--- src/rtl/addr_match_pkg.sv ---
package addr_match_pkg;
    localparam int DEF_ADDR_W  = 7;
    localparam int DEF_STRAP_W = 4;
    localparam int DEF_NUM_GLB = 2;
    localparam logic [DEF_NUM_GLB-1:0][DEF_ADDR_W-1:0] DEF_GLB_LIST = {7'h5B, 7'h5A};

    typedef enum logic [1:0] {
        SRC_NONE   = 2'd0,
        SRC_OWN    = 2'd1,
        SRC_GLOBAL = 2'd2
    } hit_src_e;
endpackage

--- src/rtl/addr_resolve.sv ---
module addr_resolve #(
    parameter int ADDR_W  = 7,
    parameter int STRAP_W = 4,
    parameter int NUM_GLB = 2,
    parameter logic [NUM_GLB-1:0][ADDR_W-1:0] GLB_LIST = {7'h5B, 7'h5A}
) (
    input  logic               clk,
    input  logic               rst_n,
    input  logic [ADDR_W-1:0]  cfg_addr,
    input  logic [STRAP_W-1:0] strap_val,
    input  logic               strap_float,
    input  logic               reload,
    output logic [ADDR_W-1:0]  own_addr,
    output logic               cfg_conflict
);
    localparam int UPPER_W = ADDR_W - STRAP_W;

    typedef struct packed {
        logic [ADDR_W-1:0] own;
        logic              conflict;
        logic              pend;
    } res_state_t;

    res_state_t st_d, st_q;
    logic [ADDR_W-1:0]  cand_d;
    logic [NUM_GLB-1:0] cand_glb_d;

    for (genvar g = 0; g < NUM_GLB; g++) begin : g_glb_cmp
        assign cand_glb_d[g] = (cand_d == GLB_LIST[g]);
    end

    always_comb begin
        cand_d = strap_float ? cfg_addr
                             : {cfg_addr[ADDR_W-1 -: UPPER_W], strap_val};
        st_d = st_q;
        if (st_q.pend || reload) begin
            st_d.own      = cand_d;
            st_d.conflict = |cand_glb_d;
            st_d.pend     = 1'b0;
        end
    end

    always_ff @(posedge clk) begin
        if (!rst_n) begin
            st_q.own      <= '0;
            st_q.conflict <= 1'b0;
            st_q.pend     <= 1'b1;
        end else begin
            st_q <= st_d;
        end
    end

    assign own_addr     = st_q.own;
    assign cfg_conflict = st_q.conflict;

    p_strap_low_r1: assert property (@(posedge clk) disable iff (!rst_n)
        ($past(rst_n) && $past(reload) && !$past(strap_float))
        |-> own_addr[STRAP_W-1:0] == $past(strap_val));

    p_upper_cfg_r2: assert property (@(posedge clk) disable iff (!rst_n)
        ($past(rst_n) && $past(reload))
        |-> own_addr[ADDR_W-1 -: UPPER_W] == $past(cfg_addr[ADDR_W-1 -: UPPER_W]));

    p_float_full_r3: assert property (@(posedge clk) disable iff (!rst_n)
        ($past(rst_n) && $past(reload) && $past(strap_float))
        |-> own_addr == $past(cfg_addr));

    p_hold_r5: assert property (@(posedge clk) disable iff (!rst_n)
        ($past(rst_n) && !$past(reload) && !$past(st_q.pend))
        |-> $stable(own_addr));

    p_conflict_r6: assert property (@(posedge clk) disable iff (!rst_n)
        ($past(rst_n) && $past(reload) && $past(cand_glb_d) == '0)
        |-> !cfg_conflict);
endmodule

--- src/rtl/addr_compare.sv ---
module addr_compare
    import addr_match_pkg::*;
#(
    parameter int ADDR_W  = 7,
    parameter int NUM_GLB = 2,
    parameter logic [NUM_GLB-1:0][ADDR_W-1:0] GLB_LIST = {7'h5B, 7'h5A}
) (
    input  logic              clk,
    input  logic              rst_n,
    input  logic [ADDR_W-1:0] own_addr,
    input  logic [ADDR_W:0]   addr_byte,
    input  logic              addr_valid,
    output logic              addr_hit,
    output logic              hit_global
);
    typedef struct packed {
        hit_src_e src;
    } cmp_state_t;

    cmp_state_t st_d, st_q;
    logic [ADDR_W-1:0]  rx_addr_d;
    logic [NUM_GLB-1:0] glb_eq_d;
    logic               own_eq_d;

    assign rx_addr_d = addr_byte[ADDR_W:1];

    for (genvar g = 0; g < NUM_GLB; g++) begin : g_glb_cmp
        assign glb_eq_d[g] = (rx_addr_d == GLB_LIST[g]);
    end

    assign own_eq_d = (rx_addr_d == own_addr);

    always_comb begin
        st_d.src = SRC_NONE;
        if (addr_valid) begin
            if (|glb_eq_d)     st_d.src = SRC_GLOBAL;
            else if (own_eq_d) st_d.src = SRC_OWN;
        end
    end

    always_ff @(posedge clk) begin
        if (!rst_n) st_q.src <= SRC_NONE;
        else        st_q     <= st_d;
    end

    assign addr_hit   = (st_q.src != SRC_NONE);
    assign hit_global = (st_q.src == SRC_GLOBAL);

    p_no_valid_no_hit_r7: assert property (@(posedge clk) disable iff (!rst_n)
        !addr_valid |=> !addr_hit);

    p_own_hit_r7: assert property (@(posedge clk) disable iff (!rst_n)
        (addr_valid && addr_byte[ADDR_W:1] == own_addr) |=> addr_hit);

    p_global_hit_r4: assert property (@(posedge clk) disable iff (!rst_n)
        (addr_valid && |glb_eq_d) |=> (addr_hit && hit_global));

    p_global_implies_hit_r8: assert property (@(posedge clk) disable iff (!rst_n)
        hit_global |-> addr_hit);
endmodule

--- src/rtl/addr_matcher.sv ---
module addr_matcher
    import addr_match_pkg::*;
#(
    parameter int ADDR_W  = DEF_ADDR_W,
    parameter int STRAP_W = DEF_STRAP_W,
    parameter int NUM_GLB = DEF_NUM_GLB,
    parameter logic [NUM_GLB-1:0][ADDR_W-1:0] GLB_LIST = DEF_GLB_LIST
) (
    input  logic               clk,
    input  logic               rst_n,
    input  logic [ADDR_W-1:0]  cfg_addr,
    input  logic [STRAP_W-1:0] strap_val,
    input  logic               strap_float,
    input  logic               reload,
    input  logic [ADDR_W:0]    addr_byte,
    input  logic               addr_valid,
    output logic [ADDR_W-1:0]  own_addr,
    output logic               cfg_conflict,
    output logic               addr_hit,
    output logic               hit_global
);
    logic [ADDR_W-1:0] own_addr_q;

    addr_resolve #(
        .ADDR_W(ADDR_W), .STRAP_W(STRAP_W), .NUM_GLB(NUM_GLB), .GLB_LIST(GLB_LIST)
    ) u_resolve (
        .clk(clk), .rst_n(rst_n), .cfg_addr(cfg_addr), .strap_val(strap_val),
        .strap_float(strap_float), .reload(reload),
        .own_addr(own_addr_q), .cfg_conflict(cfg_conflict)
    );

    addr_compare #(
        .ADDR_W(ADDR_W), .NUM_GLB(NUM_GLB), .GLB_LIST(GLB_LIST)
    ) u_compare (
        .clk(clk), .rst_n(rst_n), .own_addr(own_addr_q), .addr_byte(addr_byte),
        .addr_valid(addr_valid), .addr_hit(addr_hit), .hit_global(hit_global)
    );

    assign own_addr = own_addr_q;

    p_reset_clear_r9: assert property (@(posedge clk)
        !$past(rst_n) && $past(rst_n, 2) |-> (!addr_hit && !hit_global && !cfg_conflict));

    p_old_addr_r10: assert property (@(posedge clk) disable iff (!rst_n)
        ($past(rst_n) && addr_valid && reload && addr_byte[ADDR_W:1] == own_addr_q)
        |=> addr_hit);
endmodule

--- config.mk ---
export PLATFORM = sky130hd
export DESIGN_NAME = addr_matcher
export DESIGN_NICKNAME = d
export VERILOG_FILES = /design/src/rtl/addr_match_pkg.sv /design/src/rtl/addr_resolve.sv /design/src/rtl/addr_compare.sv /design/src/rtl/addr_matcher.sv
export SDC_FILE = /design/constraint.sdc
export NUM_CORES = 1
export LEC_CHECK = 0
export ABC_AREA = 1
export CAP_MARGIN = 10
export CORE_MARGIN = 2
export CORE_UTILIZATION = 36
export DETAILED_ROUTE_END_ITERATION = 10
export PLACE_DENSITY = 0.87
export SETUP_SLACK_MARGIN = 0.5
export SYNTH_ARGS = -nofsm -noshare
export SYNTH_HDL_FRONTEND = slang
export SYNTH_SLANG_ARGS = --single-unit
export TNS_END_PERCENT = 5
--- constraint.sdc ---
create_clock -name clk -period 1.2 [get_ports clk]
set_input_delay 0.18 -clock clk [delete_from_list [all_inputs] [get_ports clk]]
set_output_delay 0.18 -clock clk [all_outputs]
set_load 0.02 [all_outputs]
==> results.sh, run 1 <==
export IMPL_cp_max_fo=2
export IMPL_post_dp_hpwl_mm=1.13
export IMPL_worst_pin_slew_ps=225
export IMPL_cts_buffers=3
export IMPL_final_seq_area_um2=223
export IMPL_initial_core_util_pct=38.9
export IMPL_fill_cells=159
export IMPL_crit_slowest_cell="dfxtp_1"
export IMPL_clk_latency_ps=270
export IMPL_netlist_area_leader_share_pct=36.7
export IMPL_area_growth_pct=64.1
export IMPL_first_pass_iters=4
export IMPL_placed_cells=134
export IMPL_crit_chain="or2_4 > buf_6"
export IMPL_dieArea_um2=2010
export IMPL_path_class="reg -> out"
export IMPL_synthCells=85
export IMPL_nets=147
export IMPL_yosys_warnings=0
export IMPL_timing_final_crit_share_pct=93.8
export IMPL_clock_fmax_mhz=888
export IMPL_setup_viol=0
export IMPL_rsz0062_at_grt="yes"
export IMPL_routed_via_density=4.80
export IMPL_cts_tree="done"
export IMPL_rows=14
export IMPL_diodes=0
export IMPL_grt_overflow_total=0
export IMPL_cts_root_buf="clkbuf_4"
export IMPL_yosysSeqAreaShare_pct=36.7
export IMPL_grt_usage_pct=16.7
export IMPL_netlist_top_cell_by_area="dfxtp_1"
export IMPL_cp_start_kind="register"
export IMPL_stdcell_count=138
export IMPL_port_buffers=32
export IMPL_setup_tns_ps=0
export IMPL_synth_seq_cells=11
export IMPL_synth_nets=109
export IMPL_multi_input_area_um2=299
export IMPL_cts_num_sinks=11
export IMPL_skew_ps=0.547
export IMPL_wl_per_cell_um=10.2
export IMPL_place_area_um2=953
export IMPL_die_y_um=44.8
export IMPL_synth_edf_count=0
export IMPL_min_period_ps=1130
export IMPL_drv_slew=0
export IMPL_place_congestion=0.732
export IMPL_fin_area_um2=983
export IMPL_vdd_drop_max_v=0.000724
export IMPL_relSlewSlack_pct=84.8
export IMPL_max_cap_viol_count=0
export IMPL_syn_area_per_cell_um2=7.05
export IMPL_core_area_um2=1540
export IMPL_status="finished, final reports clean"
export IMPL_async_flop_share_pct=0
export IMPL_num_io_pins=34
export IMPL_drive_above_1_share_pct=22.1
export IMPL_power_density_nw_per_um2=922
export IMPL_path_clk_slew_ps=70
export IMPL_die_w_um=44.8
export IMPL_worstHoldPathType="in -> reg"
export IMPL_drt_initial_drc_count=5
export IMPL_drtAntennaViolNets=0
export IMPL_syn_area_um2=599
export IMPL_grt_max_degree=11
export IMPL_cp_slowest_stage_delay_ps=310
export IMPL_yosysUniqueCellTypes=22
export IMPL_cts_htree_levels=1
export IMPL_drc=0
export IMPL_utilization_pct=63.8
export IMPL_yosysMostFrequentCell="nand2_1"
export IMPL_wl_mm=1.41
export IMPL_report_final_hold_viol_count=0
export IMPL_synthFlopType="dfxtp_1"
export IMPL_ys_top_cells_by_count="nand2_1, nor2_1, dfxtp_1"
export IMPL_grt_pass1_wl_mm=2.39
export IMPL_worst_setup_path_end_kind="primary output"
export IMPL_crit_required_ps=1020
export IMPL_vias=662
export IMPL_cp_arrival_ps=950
export IMPL_power_leakage_nw=0.433
export IMPL_grt_pass1_vias=621
export IMPL_whs_ps=479
export IMPL_ys_top_cells_by_area="dfxtp_1, nand2_1, nor2_1"
export IMPL_antenna_found_initial=0
export IMPL_clockBufferDepth=2
## kinds of logic after synthesis
group,synth area share (%)
XOR/XNOR,5.85
flip-flops,36.7
AO/OA/AOI/OAI,11.9
AND/OR/NAND/NOR,30.9
buffers and inverters,14.6
## cell usage in the layout, fill, tap and decap left out, drive strengths merged
cell type	synthesis	final
nor3	1	1
a21oi	3	3
dfxtp	11	11
xor2	1	1
a31oi	2	2
nand4	1	1
clkdlybuf4s50	0	22
clkbuf	0	4
xnor2	3	3
inv	8	8
nor2	17	17
nand3b	1	1
nand3	2	2
clkdlybuf4s15	0	7
nand2	19	19
buf	7	10
dlygate4sd2	0	1
or2	1	1
o21ai	8	8
## sequential cells by signal, summed over array words and instances, names as in the netlist
register and flops:
u_resolve.own_addr 7, u_resolve.cfg_conflict 1, u_compare.st_q 2, u_resolve.st_q 1
## where the power goes
group	switching, mW	internal (mW)
clock network	0.125	0.129
logic	0.109	0.143
registers	0.0147	0.385
total	0.249	0.657
## through the flow
| stage | worst slack (ps) | power (mW) |
|---|---|---|
| finish | 74.0 | 0.906 |
| global route | 45.0 | 0.955 |
| CTS | 68.9 | 0.911 |
| detailed placement | -101 | 0.667 |
| global placement | -84.3 | 0.662 |
| floorplan | 381 | 0.535 |
## worst paths after layout
path	start	end	slack, ps	cells after the start
setup reg to reg	u_resolve.own_addr[5]$_SDFFE_PN0P_	u_compare.st_q[0]$_SDFF_PP0_	300	5
setup / recovery	u_compare.st_q[0]$_SDFF_PP0_	addr_hit	70	2
hold / removal	addr_valid	u_compare.st_q[1]$_SDFF_PN0_	480	3
hold reg to reg	u_resolve.cfg_conflict$_SDFFE_PN0P_	u_resolve.cfg_conflict$_SDFFE_PN0P_	480	2
## layout make-up
type	count	share of cell area, %
multi-input combinational	59	30.4
inverter	8	3.56
sequential	11	22.6
timing repair buffer	40	38.7
clock buffer	4	2.67
tap	16	2.04
## per-layer routing
metal | up-vias | track usage (%) | routed length (µm)
met5 | - | 0 | 0
met4 | 0 | 8.82 | 10
met3 | 2 | 3.60 | 88
met2 | 25 | 31.3 | 729
met1 | 294 | 17.2 | 582
li1 | 341 | - | -
## critical path: cells and delay by family (launching register included)
family | cells | cell delay (ps)
buffers and inverters | 1 | 130
DFF | 1 | 310
and+or+nand+nor | 1 | 240
## repair_timing
action,CTS,global route
hold buffers,0,0
pin swaps,1,0
endpoints found under the setup margin,21,21
buffers inserted,0,0
gates resized for setup,29,2
Note: power is estimated with default switching activity, not from simulation.
==> run 2: changes to the inputs <==
--- a/config.mk
+++ b/config.mk
@@ -11,7 +11,7 @@
 export CORE_UTILIZATION = 36
 export DETAILED_ROUTE_END_ITERATION = 10
 export PLACE_DENSITY = 0.87
-export SETUP_SLACK_MARGIN = 0.5
+export SETUP_SLACK_MARGIN = 0.02
 export SYNTH_ARGS = -nofsm -noshare
 export SYNTH_HDL_FRONTEND = slang
 export SYNTH_SLANG_ARGS = --single-unit
==> run 2 against run 1 <==
Effect of this change: combinational power down 3%; clock-buffer cell count unchanged; highest routed layer unchanged; routed wire length fell by 5.4%; core utilization shrank 0.81 points.
==> results.sh, run 2 (synthesis gave the netlist of run 1 again) <==
export IMPL_status="finished, final reports clean"
export IMPL_rsz0062_at_grt="yes"
export IMPL_path_clk_slew_ps=70
export IMPL_drtAntennaViolNets=0
export IMPL_drive_above_1_share_pct=18.0
export IMPL_path_class="reg -> out"
export IMPL_vias=625
export IMPL_cts_tree="done"
export IMPL_crit_start="u_resolve.own_addr[6]$_SDFFE_PN0P_"
export IMPL_fin_area_um2=971
export IMPL_nets=147
export IMPL_post_dp_hpwl_mm=1.15
export IMPL_first_pass_iters=4
export IMPL_core_area_um2=1540
export IMPL_drt_initial_drc_count=9
export IMPL_max_cap_viol_count=0
export IMPL_r2r_end="u_resolve.cfg_conflict$_SDFFE_PN0P_"
export IMPL_worst_setup_path_end_kind="primary output"
export IMPL_largest_reg_flops=7
export IMPL_crit_required_ps=1020
export IMPL_die_y_um=44.8
export IMPL_area_growth_pct=62.0
export IMPL_drv_slew=0
export IMPL_grt_usage_pct=15.6
export IMPL_place_congestion=0.791
export IMPL_cp_start_kind="register"
export IMPL_cp_slowest_stage_delay_ps=370
export IMPL_cts_htree_levels=1
export IMPL_cp_arrival_ps=980
export IMPL_initial_core_util_pct=38.9
export IMPL_routed_via_density=4.53
export IMPL_timing_final_crit_share_pct=96.3
export IMPL_num_io_pins=34
export IMPL_endpoint="own_addr[6]"
export IMPL_clk_latency_ps=260
export IMPL_ff2ff_path_depth=6
export IMPL_clockBufferDepth=2
export IMPL_worstHoldPathType="reg -> reg"
export IMPL_met2RoutedLength_um=702
export IMPL_path_depth=1
export IMPL_dieArea_um2=2010
export IMPL_reg2reg_setup_slack_ps=280
export IMPL_relSlewSlack_pct=84.5
export IMPL_grt_max_degree=11
export IMPL_whs_ps=473
export IMPL_wl_per_cell_um=9.67
export IMPL_fill_cells=151
export IMPL_clock_fmax_mhz=866
export IMPL_power_leakage_nw=0.445
export IMPL_cp_max_fo=3
export IMPL_placed_cells=134
export IMPL_drc=0
export IMPL_setup_viol=0
export IMPL_vdd_drop_max_v=0.000467
export IMPL_path_buf_inv=1
export IMPL_place_area_um2=947
export IMPL_skew_ps=2.48
export IMPL_worst_pin_slew_ps=230
export IMPL_stdcell_count=138
export IMPL_rows=14
export IMPL_final_common_cell="clkdlybuf4s50_1"
export IMPL_cts_buffers=3
export IMPL_wl_met1_um=520
export IMPL_top_layer="met4"
export IMPL_path_delay_family="flip-flops"
export IMPL_diodes=0
export IMPL_timing_rr_start="u_resolve.st_q[0]$_SDFFE_PN1P_"
export IMPL_grt_overflow_total=0
export IMPL_wl_mm=1.34
export IMPL_crit_slowest_cell="dfxtp_1"
export IMPL_die_w_um=44.8
export IMPL_route_met3_wl_um=106
export IMPL_min_period_ps=1160
export IMPL_power_density_nw_per_um2=920
export IMPL_cts_num_sinks=11
export IMPL_crit_chain="dlygate4sd2_1"
export IMPL_grt_pass1_vias=596
export IMPL_antenna_found_initial=0
export IMPL_grt_pass1_wl_mm=2.29
export IMPL_port_buffers=32
export IMPL_cts_root_buf="clkbuf_4"
export IMPL_report_final_hold_viol_count=0
export IMPL_final_cell_mix="clkdlybuf4s50_1, nand2_1, nor2_1"
==> run 2: cell count changes in the layout (fill, tap and decap cells not counted), sizes merged <==
cell,change
clkdlybuf4s15,-5
dlygate4sd2,+6
buf,-1
==> run 2: stage by stage <==
step / setup TNS, ps / total power, mW / utilization, % / setup slack, ps
after floorplan: 0 / 0.531 / - / 341
after global placement: -145 / 0.659 / 61.4 / -73.2
after detailed placement: -246 / 0.664 / 61.4 / -87.1
after CTS: 0 / 0.904 / 62.3 / 2.28
after global routing: 0 / 0.940 / 63.0 / 1.59
final: 0 / 0.893 / 63.0 / 44.6
==> run 2: cell type report <==
class                           instances  area [µm²]  area share [%]
Clock buffer                            4        26.3            2.71
Timing Repair Buffer                   40         374            38.5
Inverter                                8        35.0            3.61
Multi-Input combinational cell         59         294            30.3
Sequential cell                        11         221            22.8
Tap cell                               16        20.0            2.06
==> run 2: what timing repair did <==
item	4_1_cts	5_1_grt
setup endpoints to repair	10	4
hold buffers	0	0
gates resized for setup	15	5
setup buffers	0	0
==> run 2: where the power goes <==
| group | leakage, nW | internal, mW | switching, mW | total, mW |
|---|---|---|---|---|
| clock | 0.0150 | 0.128 | 0.122 | 0.251 |
| combinational | 0.339 | 0.138 | 0.107 | 0.245 |
| sequential | 0.0914 | 0.385 | 0.0119 | 0.397 |
| total | 0.445 | 0.651 | 0.241 | 0.893 |
==> run 2: how the worst min path moves through the flow <==
stage | from | endpoint | cells past startpoint
6_report | u_resolve.cfg_conflict$_SDFFE_PN0P_ | u_resolve.cfg_conflict$_SDFFE_PN0P_ | 2
5_1_grt | addr_valid | u_compare.st_q[1]$_SDFF_PN0_ | 3
4_1_cts | u_resolve.cfg_conflict$_SDFFE_PN0P_ | u_resolve.cfg_conflict$_SDFFE_PN0P_ | 2
3_5_place_dp | u_resolve.cfg_conflict$_SDFFE_PN0P_ | u_resolve.cfg_conflict$_SDFFE_PN0P_ | 2
3_3_place_gp | u_resolve.cfg_conflict$_SDFFE_PN0P_ | u_resolve.cfg_conflict$_SDFFE_PN0P_ | 2
2_1_floorplan | rst_n | u_resolve.st_q[0]$_SDFFE_PN1P_ | 1
==> run 2: worst reg2reg max path: cells and delay by family (launching register included) <==
| family | cells | cell delay (ps) |
|---|---|---|
| buffers and inverters | 1 | 70 |
| AND/OR/NAND/NOR | 4 | 370 |
| flip-flops | 1 | 320 |
| AO/OA/AOI/OAI | 1 | 50 |
==> run 2: metal layers <==
layer	track usage, %	up-vias
li1	-	338
met1	16.6	264
met2	27.8	21
met3	5.20	2
met4	7.06	0
met5	0	-
